### config.mk
export PLATFORM = sky130hd
export DESIGN_NAME = e1_dframe_align
export DESIGN_NICKNAME = d
export VERILOG_FILES = /design/src/rtl/e1dfa_pkg.sv /design/src/rtl/e1dfa_timebase.sv /design/src/rtl/e1dfa_fsm.sv /design/src/rtl/e1dfa_alarm.sv /design/src/rtl/e1_dframe_align.sv
export SDC_FILE = /design/constraint.sdc
export NUM_CORES = 1
export LEC_CHECK = 0
export BUFFER_PORTS_ARGS = -buffer_cell sky130_fd_sc_hd__buf_4
export CORE_AREA = 2 2 55 57
export DETAILED_ROUTE_END_ITERATION = 12
export DIE_AREA = 0 0 57 59
export PLACE_DENSITY = 0.8
export SLEW_MARGIN = 20
export SYNTH_ARGS = -nofsm -noshare
export SYNTH_HDL_FRONTEND = slang
export SYNTH_HIERARCHICAL = 1
export SYNTH_SLANG_ARGS = --single-unit
### constraint.sdc
create_clock -name clk -period 7.82 [get_ports clk]
set_clock_uncertainty 0.05 [all_clocks]
set_input_delay 1.564 -clock clk [delete_from_list [all_inputs] [get_ports clk]]
set_output_delay 1.564 -clock clk [all_outputs]
set_load 0.05 [all_outputs]
### src/rtl/e1dfa_pkg.sv
package e1dfa_pkg;
  typedef enum logic [2:0] {
    ST_HUNT,
    ST_SVC,
    ST_SKIP,
    ST_FAS2,
    ST_SYNC
  } align_st_t;

  // seven-bit alignment word, bits 2..8 of timeslot 0, first-received bit is MSB
  localparam logic [6:0] ALIGN_WORD = 7'b0011011;
  localparam int         TAIL_W     = 7;
  localparam int         TS0_BITS   = 8;
endpackage

### src/rtl/e1dfa_timebase.sv
module e1dfa_timebase
  import e1dfa_pkg::*;
#(
  parameter int FRAME_BITS = 256,
  parameter int FRM_W      = 4,
  localparam int BIT_W     = $clog2(FRAME_BITS)
) (
  input  logic              clk,
  input  logic              rst_n,
  input  logic              take,
  input  logic              bit_in,
  input  logic              phase_load,
  input  logic              frame_clr,
  output logic [TAIL_W-1:0] tail,
  output logic              ts0_end,
  output logic              frame_wrap,
  output logic [BIT_W-1:0]  bit_idx,
  output logic [FRM_W-1:0]  frame_cnt
);
  localparam logic [BIT_W-1:0] LAST_IDX = BIT_W'(FRAME_BITS - 1);
  localparam logic [BIT_W-1:0] TS0_LAST = BIT_W'(TS0_BITS - 1);

  logic [TAIL_W-2:0] hist_q;
  logic [BIT_W-1:0]  idx_inc;

  // window of the newest seven bits including the one being accepted now
  assign tail       = {hist_q, bit_in};
  assign idx_inc    = (bit_idx == LAST_IDX) ? '0 : bit_idx + 1'b1;
  assign ts0_end    = take && (idx_inc == TS0_LAST);
  assign frame_wrap = take && (bit_idx == LAST_IDX);

  always_ff @(posedge clk or negedge rst_n) begin
    if (!rst_n) begin
      hist_q    <= '0;
      bit_idx   <= '0;
      frame_cnt <= '0;
    end else begin
      if (take) begin
        hist_q  <= tail[TAIL_W-2:0];
        bit_idx <= phase_load ? TS0_LAST : idx_inc;
      end
      if (frame_clr)
        frame_cnt <= '0;
      else if (frame_wrap)
        frame_cnt <= frame_cnt + 1'b1;
    end
  end
endmodule

### src/rtl/e1dfa_fsm.sv
module e1dfa_fsm
  import e1dfa_pkg::*;
#(
  parameter int LOSS_LIMIT = 3,
  localparam int LOSS_W    = $clog2(LOSS_LIMIT + 1)
) (
  input  logic              clk,
  input  logic              rst_n,
  input  logic              take,
  input  logic              force_resync,
  input  logic              far_irq_en,
  input  logic [TAIL_W-1:0] tail,
  input  logic              ts0_end,
  input  logic              frame_wrap,
  input  logic              odd_frame,
  output logic              phase_load,
  output logic              frame_clr,
  output logic              lfa,
  output logic              far_irq,
  output logic              cnt_valid,
  output logic              a_strobe
);
  localparam logic [LOSS_W-1:0] LOSS_LAST = LOSS_W'(LOSS_LIMIT - 1);

  align_st_t         st_q, st_d;
  logic [LOSS_W-1:0] err_q, err_d;
  logic              word_hit;
  logic              svc_ok;

  assign word_hit = (tail == ALIGN_WORD);
  assign svc_ok   = tail[TAIL_W-1];
  assign lfa      = (st_q != ST_SYNC);
  assign a_strobe = (st_q == ST_SYNC) && ts0_end && odd_frame;

  always_comb begin
    st_d       = st_q;
    err_d      = err_q;
    phase_load = 1'b0;
    frame_clr  = 1'b0;
    unique case (st_q)
      ST_HUNT: begin
        if (take && word_hit && !force_resync) begin
          phase_load = 1'b1;
          st_d       = ST_SVC;
        end
      end
      ST_SVC: begin
        if (ts0_end) st_d = svc_ok ? ST_FAS2 : ST_SKIP;
      end
      ST_SKIP: begin
        if (ts0_end) st_d = ST_HUNT;
      end
      ST_FAS2: begin
        if (ts0_end) begin
          if (word_hit) begin
            st_d      = ST_SYNC;
            frame_clr = 1'b1;
            err_d     = '0;
          end else begin
            st_d = ST_HUNT;
          end
        end
      end
      ST_SYNC: begin
        if (ts0_end && !odd_frame) begin
          if (word_hit) begin
            err_d = '0;
          end else if (err_q == LOSS_LAST) begin
            err_d = '0;
            st_d  = ST_HUNT;
          end else begin
            err_d = err_q + 1'b1;
          end
        end
      end
      default: st_d = ST_HUNT;
    endcase
    if (force_resync) begin
      st_d       = ST_HUNT;
      phase_load = 1'b0;
      frame_clr  = 1'b0;
      err_d      = '0;
    end
  end

  always_ff @(posedge clk or negedge rst_n) begin
    if (!rst_n) begin
      st_q      <= ST_HUNT;
      err_q     <= '0;
      far_irq   <= 1'b0;
      cnt_valid <= 1'b0;
    end else begin
      st_q    <= st_d;
      err_q   <= err_d;
      far_irq <= far_irq_en && (st_d == ST_SYNC) && (st_q != ST_SYNC);
      if (st_d != ST_SYNC)
        cnt_valid <= 1'b0;
      else if (st_q == ST_SYNC && frame_wrap && odd_frame)
        cnt_valid <= 1'b1;
    end
  end
endmodule

### src/rtl/e1dfa_alarm.sv
module e1dfa_alarm (
  input  logic clk,
  input  logic rst_n,
  input  logic lfa,
  input  logic auto_ra_en,
  input  logic manual_ra,
  input  logic a_strobe,
  input  logic a_bit,
  output logic tx_a_bit,
  output logic rx_alarm,
  output logic ra_irq
);
  assign tx_a_bit = manual_ra | (auto_ra_en & lfa);

  always_ff @(posedge clk or negedge rst_n) begin
    if (!rst_n) begin
      rx_alarm <= 1'b0;
      ra_irq   <= 1'b0;
    end else if (lfa) begin
      rx_alarm <= 1'b0;
      ra_irq   <= 1'b0;
    end else begin
      ra_irq <= a_strobe && a_bit && !rx_alarm;
      if (a_strobe) rx_alarm <= a_bit;
    end
  end
endmodule

### src/rtl/e1_dframe_align.sv
module e1_dframe_align
  import e1dfa_pkg::*;
#(
  parameter int FRAME_BITS = 256,
  parameter int FRM_W      = 4,
  parameter int LOSS_LIMIT = 3,
  localparam int IDX_W     = $clog2(FRAME_BITS)
) (
  input  logic             clk,
  input  logic             rst_n,
  input  logic             in_valid,
  output logic             in_ready,
  input  logic             in_bit,
  input  logic             force_resync,
  input  logic             far_irq_en,
  input  logic             auto_ra_en,
  input  logic             manual_ra,
  output logic             lfa,
  output logic             far_irq,
  output logic             cnt_valid,
  output logic [IDX_W-1:0] bit_idx,
  output logic [FRM_W-1:0] frame_cnt,
  output logic             tx_a_bit,
  output logic             rx_alarm,
  output logic             ra_irq
);
  logic              take;
  logic [TAIL_W-1:0] tail;
  logic              ts0_end, frame_wrap, phase_load, frame_clr, a_strobe;

  always_ff @(posedge clk or negedge rst_n) begin
    if (!rst_n) in_ready <= 1'b0;
    else        in_ready <= 1'b1;
  end

  assign take = in_valid && in_ready;

  e1dfa_timebase #(.FRAME_BITS(FRAME_BITS), .FRM_W(FRM_W)) u_tb (
    .clk(clk), .rst_n(rst_n), .take(take), .bit_in(in_bit),
    .phase_load(phase_load), .frame_clr(frame_clr), .tail(tail),
    .ts0_end(ts0_end), .frame_wrap(frame_wrap),
    .bit_idx(bit_idx), .frame_cnt(frame_cnt)
  );

  e1dfa_fsm #(.LOSS_LIMIT(LOSS_LIMIT)) u_fsm (
    .clk(clk), .rst_n(rst_n), .take(take), .force_resync(force_resync),
    .far_irq_en(far_irq_en), .tail(tail), .ts0_end(ts0_end),
    .frame_wrap(frame_wrap), .odd_frame(frame_cnt[0]),
    .phase_load(phase_load), .frame_clr(frame_clr), .lfa(lfa),
    .far_irq(far_irq), .cnt_valid(cnt_valid), .a_strobe(a_strobe)
  );

  // alarm bit is bit 3 of timeslot 0, i.e. five bits before bit 8
  e1dfa_alarm u_alarm (
    .clk(clk), .rst_n(rst_n), .lfa(lfa), .auto_ra_en(auto_ra_en),
    .manual_ra(manual_ra), .a_strobe(a_strobe), .a_bit(tail[TAIL_W-2]),
    .tx_a_bit(tx_a_bit), .rx_alarm(rx_alarm), .ra_irq(ra_irq)
  );
endmodule

==> flow_summary_export.csv <==
group,metric,value,unit
run_status,status,"complete, no violations",
synth,postSynthAreaPerCell,10.7,µm²
worst_setup_path,crit_arrival,3850,ps
pwr,power_density,243,mW/mm²
floorplan,die_y,59,µm
pwr,p_int,256,µW
pwr,share_seq_of_total_power,0.485,
hold_path,hold_end,"u_fsm/err_q[0]",
worst_setup_path,cp-startpoint,"in_valid",
worst_setup_path,cp-end-kind,"flip-flop",
global_routing,antenna_found_initial,0,
synth,synth_nets,155,
worst_setup_path,r2r-start,"u_tb/bit_idx[1]",
clocking,ctsHoldBuffers,0,
sta,setup-violations-final,0,
synth,synth_edf_count,0,
layout,syn_to_final_growth,13.6,%
sta,min_period_over_period,0.469,
placed_design,preCtsSetupSlack,3810,ps
global_routing,grt_util_met2,0.328,
pwr,p_switching,171,µW
layout,multiInputGateArea,758,µm²
global_routing,overflow,0,
global_routing,grt_util_met1,0.239,
clocking,cts_buffer_depth,2,
layout,drive_gt1_frac,0.305,
placed_design,gp_congestion,0.883,
synth,yosys_warnings,6,
layout,antenna_cells,0,
synth,synthTopCellsByArea,"dfrtp_1 (45%), mux2_2 (5.1%), o21ai_0 (2.9%)",
clocking,path_clk_slew,140,ps
routing,drt_iter0_markers,65,
global_routing,grt_pass1_vias,1130,
clocking,cts_tree,"done",
global_routing,gr-usage-met3,0.0371,
job,cap_violations,0,
global_routing,grt.total_usage,0.190,
hold_path,hold_class,"flip-flop to flip-flop",
hold_path,min-delay-start,"u_fsm/err_q[0]",
clocking,htree_levels,1,
worst_setup_path,critPathLaunchType,"primary input",
worst_setup_path,r2r_end,"u_tb/frame_cnt[1]",
pwr,clkPwrFrac,0.164,
sta,setup_ws,4150,ps
floorplan,die_area,0.00336,mm²
routing,via_per_inst,6.24,
floorplan,core-area,0.00271,mm²
pwr,p_leak,0.000802,µW
routing,wire_per_inst,14.9,µm
global_routing,grt_max_degree,29,
pwr,irDropWorstVdd,197,µV
pwr,pwr-share-comb,0.351,
layout,final_common_cell,"dfrtp_1",
sta,fin_setup_tns,0,ps
synth,yosysTopAreaCellShare,0.455,
global_routing,grt_pass1_wl,4.96,mm
layout,seq_area,701,µm²
worst_setup_path,worstRegToRegCells,9,
placed_design,post-dp-hpwl,2.19,mm
layout,postLayoutCoreUtil,0.646,
routing,dr.pass1.iters,4,
floorplan,placement_rows,19,
synth,ys.flop_type,"dfrtp_1",
routing,drc,0,
clocking,post-cts-setup-buffers,0,
floorplan,io_pins,27,
worst_setup_path,critPathKind,"primary input to flip-flop",
global_routing,busiest_layer,"met2",
floorplan,initial_core_util,0.569,
worst_setup_path,worstPathRequired,8000,ps
clocking,cts_root_buf,"clkbuf_4",
sta,final_hold_viol_count,0,
routing,routed_wl,2.95,mm
clocking,clk_latency,320,ps
synth,syn-instance-count,144,
routing,num_vias,1236,
sta,fmax,273,MHz
placed_design,io_buffers,26,
layout,mostFrequentLayoutCells,"dfrtp_1 (28), buf_4 (26), nor2_1 (11)",
clocking,cts_resized,0,
worst_setup_path,reg2reg_slack,4770,ps
synth,ys_types,45,
synth,yosysTopAreaCell,"dfrtp_1",
hold_path,hold_depth,1,
layout,nFillCells,226,
floorplan,die-width,57,µm
synth,seq_area_frac_synth,0.455,
synth,synth_area,0.00154,mm²
synth,ys_ff_latch,28,
pwr,power_switching_share,0.400,
sta,finalMaxSlewViolations,0,
clocking,numCtsBuffers,3,
worst_setup_path,path_max_fanout,18,
routing,postRouteAntennaNets,0,
clocking,clock_sinks,28,
layout,nNetsFinal,179,
sta,worst_pin_slew,677,ps
sta,period_needed,3670,ps
sta,rsz0062_at_grt,"false",
synth,synthArstFlopShare,1.00,
sta,relSlewSlack,0.548,
pwr,power,426,µW
==> synthesized netlist by cell type (2+ instances only) <==
cell type,number
buf_6,3
o31ai_1,4
nand4b_1,2
and3_1,3
nor4_1,3
nor3b_2,3
nand4_1,3
ha_1,3
nor3_1,3
nand2_1,5
dfrtp_1,28
nand3_1,6
mux2i_1,2
mux2_2,7
a31oi_1,4
inv_1,6
o21ai_0,9
a21oi_1,5
a21o_2,2
nor2_1,11
o311ai_0,2
xor2_1,5
buf_4,3
==> power groups by stage <==
stage | clock (µW) | sequential (µW) | combinational [µW]
after floorplan | 0 | 237 | 88.3
after global placement | 0 | 208 | 145
after detailed placement | 0 | 210 | 148
after CTS | 72.5 | 206 | 149
after global routing | 77.8 | 212 | 160
final | 69.9 | 207 | 150
==> per-layer routing <==
metal	vias to the layer above	wire (µm)	part of all wire
met2	65	1480	0.50
met3	10	190	0.064
met5	-	0	0
met4	0	52	0.018
li1	573	-	-
met1	588	1230	0.42
==> layout make-up <==
| type | instances | share of cell area |
|---|---|---|
| Sequential cell | 28 | 0.400 |
| Inverter | 6 | 0.0129 |
| Tap cell | 31 | 0.0221 |
| Timing Repair Buffer | 26 | 0.111 |
| Multi-Input combinational cell | 103 | 0.433 |
| Clock buffer | 4 | 0.0207 |
==> through the flow <==
step | instances | area (µm²) | hold slack, ps
2_1_floorplan | 144 | 1540 | 408
3_3_place_gp | 194 | 1720 | 435
6_report | 198 | 1750 | 460
4_1_cts | 198 | 1750 | 459
3_5_place_dp | 194 | 1720 | 432
5_1_grt | 198 | 1750 | 486
==> critical path, stage by stage <==
cell      delay (ps)
buf_4             80
and2_1           550
nand4b_1         180
nor4_1           550
nand4b_1         240
or4_4            490
inv_1            130
nor2_1            60
==> kinds of logic after synthesis <==
logic type      share of synthesized area
flops                               0.455
mux                                0.0641
compound gates                      0.139
xor+xnor                           0.0284
buf+inv                            0.0536
simple gates                        0.234
other cells                       0.00243
fa+ha+maj                          0.0244
==> how the worst max path moves through the flow <==
stage,end,slack (ps),cells after the start
finish,u_tb/frame_cnt[1],4150,8
global route,u_tb/frame_cnt[3],3930,8
CTS,tx_a_bit,4160,3
detailed placement,u_tb/frame_cnt[1],3810,8
global placement,u_tb/frame_cnt[0],3930,8
floorplan,u_tb/frame_cnt[1],4210,9
==> flip-flops by register name, summed over array words and instances (netlist names) <==
name,count
u_fsm/cnt_valid,1
u_tb/hist_q,6
u_tb/frame_cnt,4
u_fsm/err_q,2
u_alarm/rx_alarm,1
u_fsm/st_q,3
u_fsm/far_irq,1
in_ready,1
u_alarm/ra_irq,1
u_tb/bit_idx,8
(Power assumes the default switching activity.)
